File: src/rtl/tot_pkg.sv
package tot_pkg;
  localparam int TOT_W   = 4;
  localparam int TOT_MAX = 15;

  // floor(log2(n)) clamped to the code range, 0 for n of 0 or 1
  function automatic logic [TOT_W-1:0] tot_code(input logic [31:0] n);
    int m;
    m = 0;
    for (int b = 0; b < 32; b++) begin
      if (n[b]) m = b;
    end
    if (m > TOT_MAX) return TOT_W'(TOT_MAX);
    return m[TOT_W-1:0];
  endfunction
endpackage

File: src/rtl/tot_sync.sv
module tot_sync #(
  parameter int STAGES = 2
) (
  input  logic clk,
  input  logic rst,
  input  logic din,
  output logic dout
);
  logic [STAGES-1:0] chain;

  always_ff @(posedge clk) begin
    if (rst) chain <= '0;
    else     chain <= {chain[STAGES-2:0], din};
  end

  assign dout = chain[STAGES-1];
endmodule

File: src/rtl/tot_measure.sv
module tot_measure
  import tot_pkg::*;
#(
  parameter int CW  = 16,
  parameter int TSW = 5
) (
  input  logic             clk,
  input  logic             rst,
  input  logic             smp,
  input  logic [TSW-1:0]   tbase,
  output logic             done,
  output logic [TOT_W-1:0] code,
  output logic [TSW-1:0]   ts
);
  logic          busy;
  logic [CW-1:0] cnt;
  logic [31:0]   cnt_ext;

  assign cnt_ext = 32'(cnt);

  always_ff @(posedge clk) begin
    if (rst) begin
      busy <= 1'b0;
      cnt  <= '0;
      done <= 1'b0;
      code <= '0;
      ts   <= '0;
    end else begin
      done <= 1'b0;
      if (!busy) begin
        if (smp) begin
          busy <= 1'b1;
          cnt  <= CW'(1);
          ts   <= tbase;
        end
      end else if (smp) begin
        if (cnt != '1) cnt <= cnt + CW'(1);
      end else begin
        busy <= 1'b0;
        done <= 1'b1;
        code <= tot_code(cnt_ext);
      end
    end
  end
endmodule

File: src/rtl/tot_store.sv
module tot_store #(
  parameter int DEPTH = 4,
  parameter int DW    = 9
) (
  input  logic          clk,
  input  logic          rst,
  input  logic          push,
  input  logic [DW-1:0] din,
  input  logic          pop,
  input  logic          clr,
  output logic          valid,
  output logic [DW-1:0] dout,
  output logic          ovf
);
  localparam int AW   = (DEPTH > 1) ? $clog2(DEPTH) : 1;
  localparam int CNTW = $clog2(DEPTH + 1);

  logic [DW-1:0]   mem [DEPTH];
  logic [AW-1:0]   wp, rp;
  logic [CNTW-1:0] fill;
  logic            full, pop_ok, push_ok;

  function automatic logic [AW-1:0] adv(input logic [AW-1:0] p);
    return (p == AW'(DEPTH - 1)) ? '0 : p + AW'(1);
  endfunction

  assign full    = (fill == CNTW'(DEPTH));
  assign pop_ok  = pop && (fill != '0) && !clr;
  assign push_ok = push && !clr && (!full || pop_ok);

  always_ff @(posedge clk) begin
    if (push_ok) mem[wp] <= din;
  end

  always_ff @(posedge clk) begin
    if (rst || clr) begin
      wp   <= '0;
      rp   <= '0;
      fill <= '0;
      ovf  <= 1'b0;
    end else begin
      if (push_ok) wp <= adv(wp);
      if (pop_ok)  rp <= adv(rp);
      fill <= fill + CNTW'(push_ok) - CNTW'(pop_ok);
      if (push && !push_ok) ovf <= 1'b1;
    end
  end

  assign valid = (fill != '0);
  assign dout  = mem[rp];
endmodule

File: src/rtl/tot_digitizer.sv
module tot_digitizer
  import tot_pkg::*;
#(
  parameter int NCH   = 4,
  parameter int TSW   = 5,
  parameter int CW    = 16,
  parameter int DEPTH = 4
) (
  input  logic               clk,
  input  logic               rst,
  input  logic [NCH-1:0]     disc,
  input  logic [TSW-1:0]     tbase,
  input  logic [NCH-1:0]     rd_pop,
  input  logic [NCH-1:0]     rd_clr,
  output logic [NCH-1:0]     hit_valid,
  output logic [NCH*4-1:0]   hit_tot,
  output logic [NCH*TSW-1:0] hit_ts,
  output logic [NCH-1:0]     hit_ovf
);
  localparam int RW = TOT_W + TSW;

  for (genvar i = 0; i < NCH; i++) begin : g_ch
    logic             smp, done;
    logic [TOT_W-1:0] code;
    logic [TSW-1:0]   ts;
    logic [RW-1:0]    rec;

    tot_sync #(.STAGES(2)) u_sync (
      .clk(clk), .rst(rst), .din(disc[i]), .dout(smp)
    );

    tot_measure #(.CW(CW), .TSW(TSW)) u_meas (
      .clk(clk), .rst(rst), .smp(smp), .tbase(tbase),
      .done(done), .code(code), .ts(ts)
    );

    tot_store #(.DEPTH(DEPTH), .DW(RW)) u_store (
      .clk(clk), .rst(rst), .push(done), .din({code, ts}),
      .pop(rd_pop[i]), .clr(rd_clr[i]),
      .valid(hit_valid[i]), .dout(rec), .ovf(hit_ovf[i])
    );

    assign hit_tot[i*4 +: 4]    = rec[RW-1 -: TOT_W];
    assign hit_ts[i*TSW +: TSW] = rec[TSW-1:0];
  end
endmodule

File: config.mk
export PLATFORM = sky130hd
export DESIGN_NAME = tot_digitizer
export DESIGN_NICKNAME = d
export VERILOG_FILES = /design/src/rtl/tot_pkg.sv /design/src/rtl/tot_sync.sv /design/src/rtl/tot_measure.sv /design/src/rtl/tot_store.sv /design/src/rtl/tot_digitizer.sv
export SDC_FILE = /design/constraint.sdc
export NUM_CORES = 1
export LEC_CHECK = 0
export CORE_UTILIZATION = 40
export DETAILED_ROUTE_END_ITERATION = 12
export PLACE_DENSITY_LB_ADDON = 0.25
export SETUP_SLACK_MARGIN = 0.2
export SYNTH_ARGS = -nofsm -noshare
export SYNTH_HDL_FRONTEND = slang
export SYNTH_SLANG_ARGS = --single-unit
File: constraint.sdc
create_clock -name clk -period 4.4 [get_ports clk]
set_input_delay 0.88 -clock clk [delete_from_list [all_inputs] [get_ports clk]]
set_output_delay 0.88 -clock clk [all_outputs]
set_load 0.01 [all_outputs]
-- Yosys cells after proc, flatten, opt, wreduce, memory -nomap -nowiden
Memories as Yosys holds them, arrays and structs flattened. A register that Yosys moved wholly into a read port is not among the register bits.
Cells that the tools add are included.
- register bits: 148
- latch bits: 0
- RAM bits: 144
- ROM bits: 0
- bits of input ports: 19
- word-level logic and storage cells: 300
- memories: 4
- memory list (name ; depth ; bits a word ; read ports ; clocked after memory_dff ; write ports ; RTL line ; text):
    g_ch[0].u_store.mem ; 4 ; 9 ; 1 ; 1 ; 1 ; tot_store.sv:18 ; logic [DW-1:0] mem [DEPTH];
    g_ch[1].u_store.mem ; 4 ; 9 ; 1 ; 1 ; 1 ; tot_store.sv:18 ;
    g_ch[2].u_store.mem ; 4 ; 9 ; 1 ; 1 ; 1 ; tot_store.sv:18 ;
    g_ch[3].u_store.mem ; 4 ; 9 ; 1 ; 1 ; 1 ; tot_store.sv:18 ;
- add/subtract/negate cells: 20
- multiply operators: 0
- div/mod/pow operators: 0
- magnitude comparators: 4
- eq/ne operators: 20
- shift-type cells: 0
- mux-type cells: 144
- bitwise logic cells: 8
- reductions and logical operators: 60
- operator list (kind ; number):
    2-to-1 mux 32 bit ; 12
    2-to-1 mux 16 bit ; 16
    2-to-1 mux 4 bit ; 40
    > comparator 32 x 5 -> 1 bit (second input constant) ; 4
    adder 16 x 1 -> 16 bit (second input constant) ; 4
    inequality test 16 bit (second input constant) ; 4
    2-to-1 mux 2 bit ; 24
    2-to-1 mux 3 bit ; 16
    2-to-1 mux 1 bit ; 36
    AND reduction 2 bit ; 12
    logical AND 1 bit ; 20
    adder 2 x 1 -> 2 bit (second input constant) ; 8
    equality test 2 bit (second input constant) ; 8
    adder 3 x 1 -> 3 bit ; 4
    equality test 3 bit (second input constant) ; 4
    logical NOT 1 bit ; 12
    nonzero test 3 bit ; 4
    subtractor 3 x 1 -> 3 bit ; 4
    logical OR 1 bit ; 8
    inequality test 2 bit (second input constant) ; 4
    NOT 1 bit ; 8
    OR reduction 2 bit ; 4

-- Depth between registers and ports, before layout
- depth in word-level cells: 24
- depth in mapped cells: 11
- gate-level depth less buffers: 10

-- Cells and area by module
A second synthesis with hierarchy kept.
- cell total of the unflattened synthesis: 1083
- area total of the unflattened synthesis: 13481.7 um^2
- by module, submodules not included (module ; instances ; cells an instance ; area each (um^2) ; sequential area each (um^2)):
    tot_measure ; 4 ; 163 ; 1488.9 ; 540.5
    tot_store at g_ch[1].u_store ... ; 3 ; 104 ; 1826.8 ; 1281.2
    tot_store at g_ch[0].u_store ; 1 ; 103 ; 1835.5 ; 1281.2
    tot_sync ; 4 ; 4 ; 52.6 ; 40.0

-- Worst setup path after synthesis
No wires, ideal clock.
- path kind: input port to flip-flop
- from: in rd_pop[1]
- to: reg g_ch[1].u_store.fill[2]
- setup time: 0.124 ns
- arrival: 2.567 ns
- data required time: 4.276 ns
- setup slack: 1.708 ns
- stages: 7
- buffers on the path: 0
- cell sequence: o41ai_1 nor2_1 ha_1 fa_1 xnor2_1 xnor2_1 nor2_1
- longest elaborated chain between the ends: 6
- ends and longest elaborated chain (what ; RTL line ; text):
    start, declared ; tot_digitizer.sv:13 ; input logic [NCH-1:0] rd_pop,
    logical AND 1 bit (2 in a row) ; tot_store.sv:28 ; assign pop_ok = pop && (fill != '0) && !clr;
    logical OR 1 bit ; tot_store.sv:29 ; assign push_ok = push && !clr && (!full || pop_ok);
    logical AND 1 bit ; tot_store.sv:29 ;
    via g_ch[1].u_store.push_ok ; tot_store.sv:21 ; logic full, pop_ok, push_ok;
    adder 3 x 1 -> 3 bit ; tot_store.sv:44 ; fill <= fill + CNTW'(push_ok) - CNTW'(pop_ok);
    subtractor 3 x 1 -> 3 bit ; tot_store.sv:44 ;
    end signal, assigned ; tot_store.sv:44 ;
    end, declared ; tot_store.sv:20 ; logic [CNTW-1:0] fill;
The timed path passes the listed nets, and every way through them passes these cells.
A chain may end at the register's enable or synchronous reset.

==> impl_results.md <==
* Placed insts at roughly 1500
* Resize count post-CTS at 0
* Row cnt at 64
* I/O pin count at 63
* Hold crit path type: register to register
* Global-route wire length before repair at between 30000 and 40000 um
* P&R area growth vs syn at 15.1%
* Net Sw Frac at 19.4%
* Final Util at about 47%
* # clock sinks at 300
* Die Area at between 30000 and 40000 um2
* Post CTS Setup Buffer Count at 0
* H-tree depth at 1
* Overall routed net length at 23600 um
* Vias in the first global route at 7650
* Main area contributors after synthesis: edfxtp_1 34%, dfxtp_1 25%, mux4_2 6.4%
* Commonest non-fill, non-tap cell in the layout: dfxtp_1
* WHS Path Cells at 1
* Via density at ~5
* Synth Cell Area at between 10000 and 15000 um2
* Tot Pwr at 5.73 mW
* Min Hold Slack at between 400 and 500 ps
* Initial drt markers at approximately 400
* Cts bufs inserted at 30
* Setup crit end kind: output pin
* Critical Path, Cell by Cell: mux4_2 > clkdlybuf4s50_1
* Part of the power in registers at around half
* Syn_nets at 1110
* Cell count of the worst reg-to-reg path at 8
* Peak supply drop at roughly 0.00034 V
* Port Buffer Count at a little over 60
* Final min period at 3290 ps
* Post-synth EDFFs at roughly 140
* WS Path Type: register to output pin
* Post-synth top area cell: edfxtp_1
* Number of max-cap violations at 0
* Top cell type's share of synthesized area at 34.1%
* Violated checks: DRC
* Hold Fails Final Rpt at 0
* Per-cell routed wire length at between 15 and 20 um
* Height of the die at about 180 um
* Initial core utilization at around two fifths
* Dpl hpwl at approximately 16000 um
* Synthesis-stage register bit count at 300
* Status: finished with violations
* WP depth at 2
* Period utilization at between 70% and 80%
* RePlAce Congestion at roughly 0.79
* Share of layout cells above drive strength 1 at between 10% and 20%
* Endpoints failing setup at 0
* Max Root-Sink Buffers at 3
* Synth unique cells at 58
* Post-synthesis sequential area ratio at approximately three fifths
* CTS tree: done
* DR vias at between 7000 and 8000
* Clk_skew at 6.52 ps
* Antenna viol nets, final at 0
* Antenna violations before repair at 0
* Reg clk slew, reported paths at 60 ps
* Clock Root Buffer: clkbuf_16
* Post-place instance area at about 14000 um2
* Largest net degree at the start of global routing at 30
* Clock Power Share at a little under half
* Worst-Skew Late Latency at roughly 550 ps
* Worst Setup Start Kind: register
* Slowest CP cell: dfxtp_1
* # diodes at 0
* WP data arrival at approximately 2400 ps
* Synth warn at 0
* Hold buffer count at cts at 0
* Core ar. at between 30000 and 40000 um2
* Nets@finish at 1146
* Fmax at ~0.30 GHz
* Top Family by Delay on Critical Path: flip-flops
* Internal power at 4.61 mW
* GRT Util Overall at ~15%
* CP Buf/Inv Count at 1
* P_leak at between 4 and 5 nW
* Pwr/cell area at between 300 and 400 nW/um2
* Grt total ovfl at 0
* Die width at approximately 180 um
* Net Switching at roughly 1.1 mW
* Setup TNS Final at 0 ps
* DRC viols at 4
* Slowest stage delay, CP at about 740 ps
* Tightest Pin Transition at between 1000 and 1500 ps
* Final cell count without fillers at about 1500
* Detailed Routing Iterations Pass 1 at 12
* Post-Syn Area per Cell at between 10 and 15 um2
* Predominant post-synthesis flop cell: dfxtp_1
* Fraction of registers with async set/reset at 0%
* Design Area, Final at 14600 um2
* RSZ-0062 raised after global routing: no
* Post-Place Worst Slack at about 1000 ps
* Combinational power share at ~1.9%
* Crit-path max FO at 9
* Relative slew margins at a little over a quarter
* Most frequent cells in the layout: 156 x dfxtp_1, 148 x nor2_1, 144 x edfxtp_1
* Post-route setup slack at approximately 1100 ps
* Max-slew violations at 0
* Worst path required time at 3520 ps
* Cells after synthesis at ~1100
## layer usage
layer	vias to the layer above	part of all wire (%)	global-route usage (%)
met5	-	0	0
li1	3856	-	-
met4	0	1.3	3.03
met2	116	49	25.3
met3	24	3.7	2.43
met1	3733	46	19.7
## final cells by class
cell class	count	area (um2)
clock buffers	41	847
clock inverters	15	204
fillers	2801	16300
inverters	57	214
multi-input cells	637	4740
flip-flops and latches	300	7450
well taps	396	495
repair buffers	65	638
## Yosys cell counts, drive strengths merged (11+ instances only)
cell and instances:
a211oi 19, and3 11, nand3 21, nor3 19, a21oi 42, o21ai 26
nand4 23, mux4 36, nand2 34, and2 20, nor4 11, nor2 148
nor2b 20, edfxtp 144, buf 23, ha 32, dfxtp 156, inv 57
xnor2 41, clkbuf 38, nand2b 13, mux2i 37
## power groups by stage
stage	clock network [mW]	registers (mW)	logic [mW]
floorplan	0	3.00	0.0691
global placement	0	3.02	0.110
detailed placement	0	3.02	0.111
CTS	2.73	2.96	0.111
global route	2.85	2.96	0.120
finish	2.66	2.96	0.109
## final timing paths
kind                            from                       to  slack [ps]
max reg2reg  g_ch[1].u_store.fill[2]  g_ch[1].u_store.fill[2]        1910
max                         register                hit_ts[2]        1110
min reg2reg  g_ch[3].u_sync.chain[0]  g_ch[3].u_sync.chain[1]         440
min          g_ch[3].u_sync.chain[0]  g_ch[3].u_sync.chain[1]         440
## cells by family after synthesis
family | count (synthesis) | synth area share (%)
compound gates | 127 | 6.78
xor+xnor | 49 | 3.39
fa+ha+maj | 36 | 3.79
buf+inv | 118 | 3.81
flops | 300 | 58.8
mux | 73 | 9.32
simple gates | 352 | 14.1
## flip-flops by register name (all words and copies together) (netlist names), named ones only
signal	count
g_ch.u_store.rp	8
g_ch.u_store.mem	144
g_ch.u_meas.cnt	64
g_ch.u_store.wp	8
g_ch.u_meas.busy	4
g_ch.u_sync.chain	8
g_ch.u_store.ovf	4
g_ch.u_meas.code	16
g_ch.u_meas.done	4
g_ch.u_store.fill	12
g_ch.u_meas.ts	20
Power figures use the tool's default switching activity.
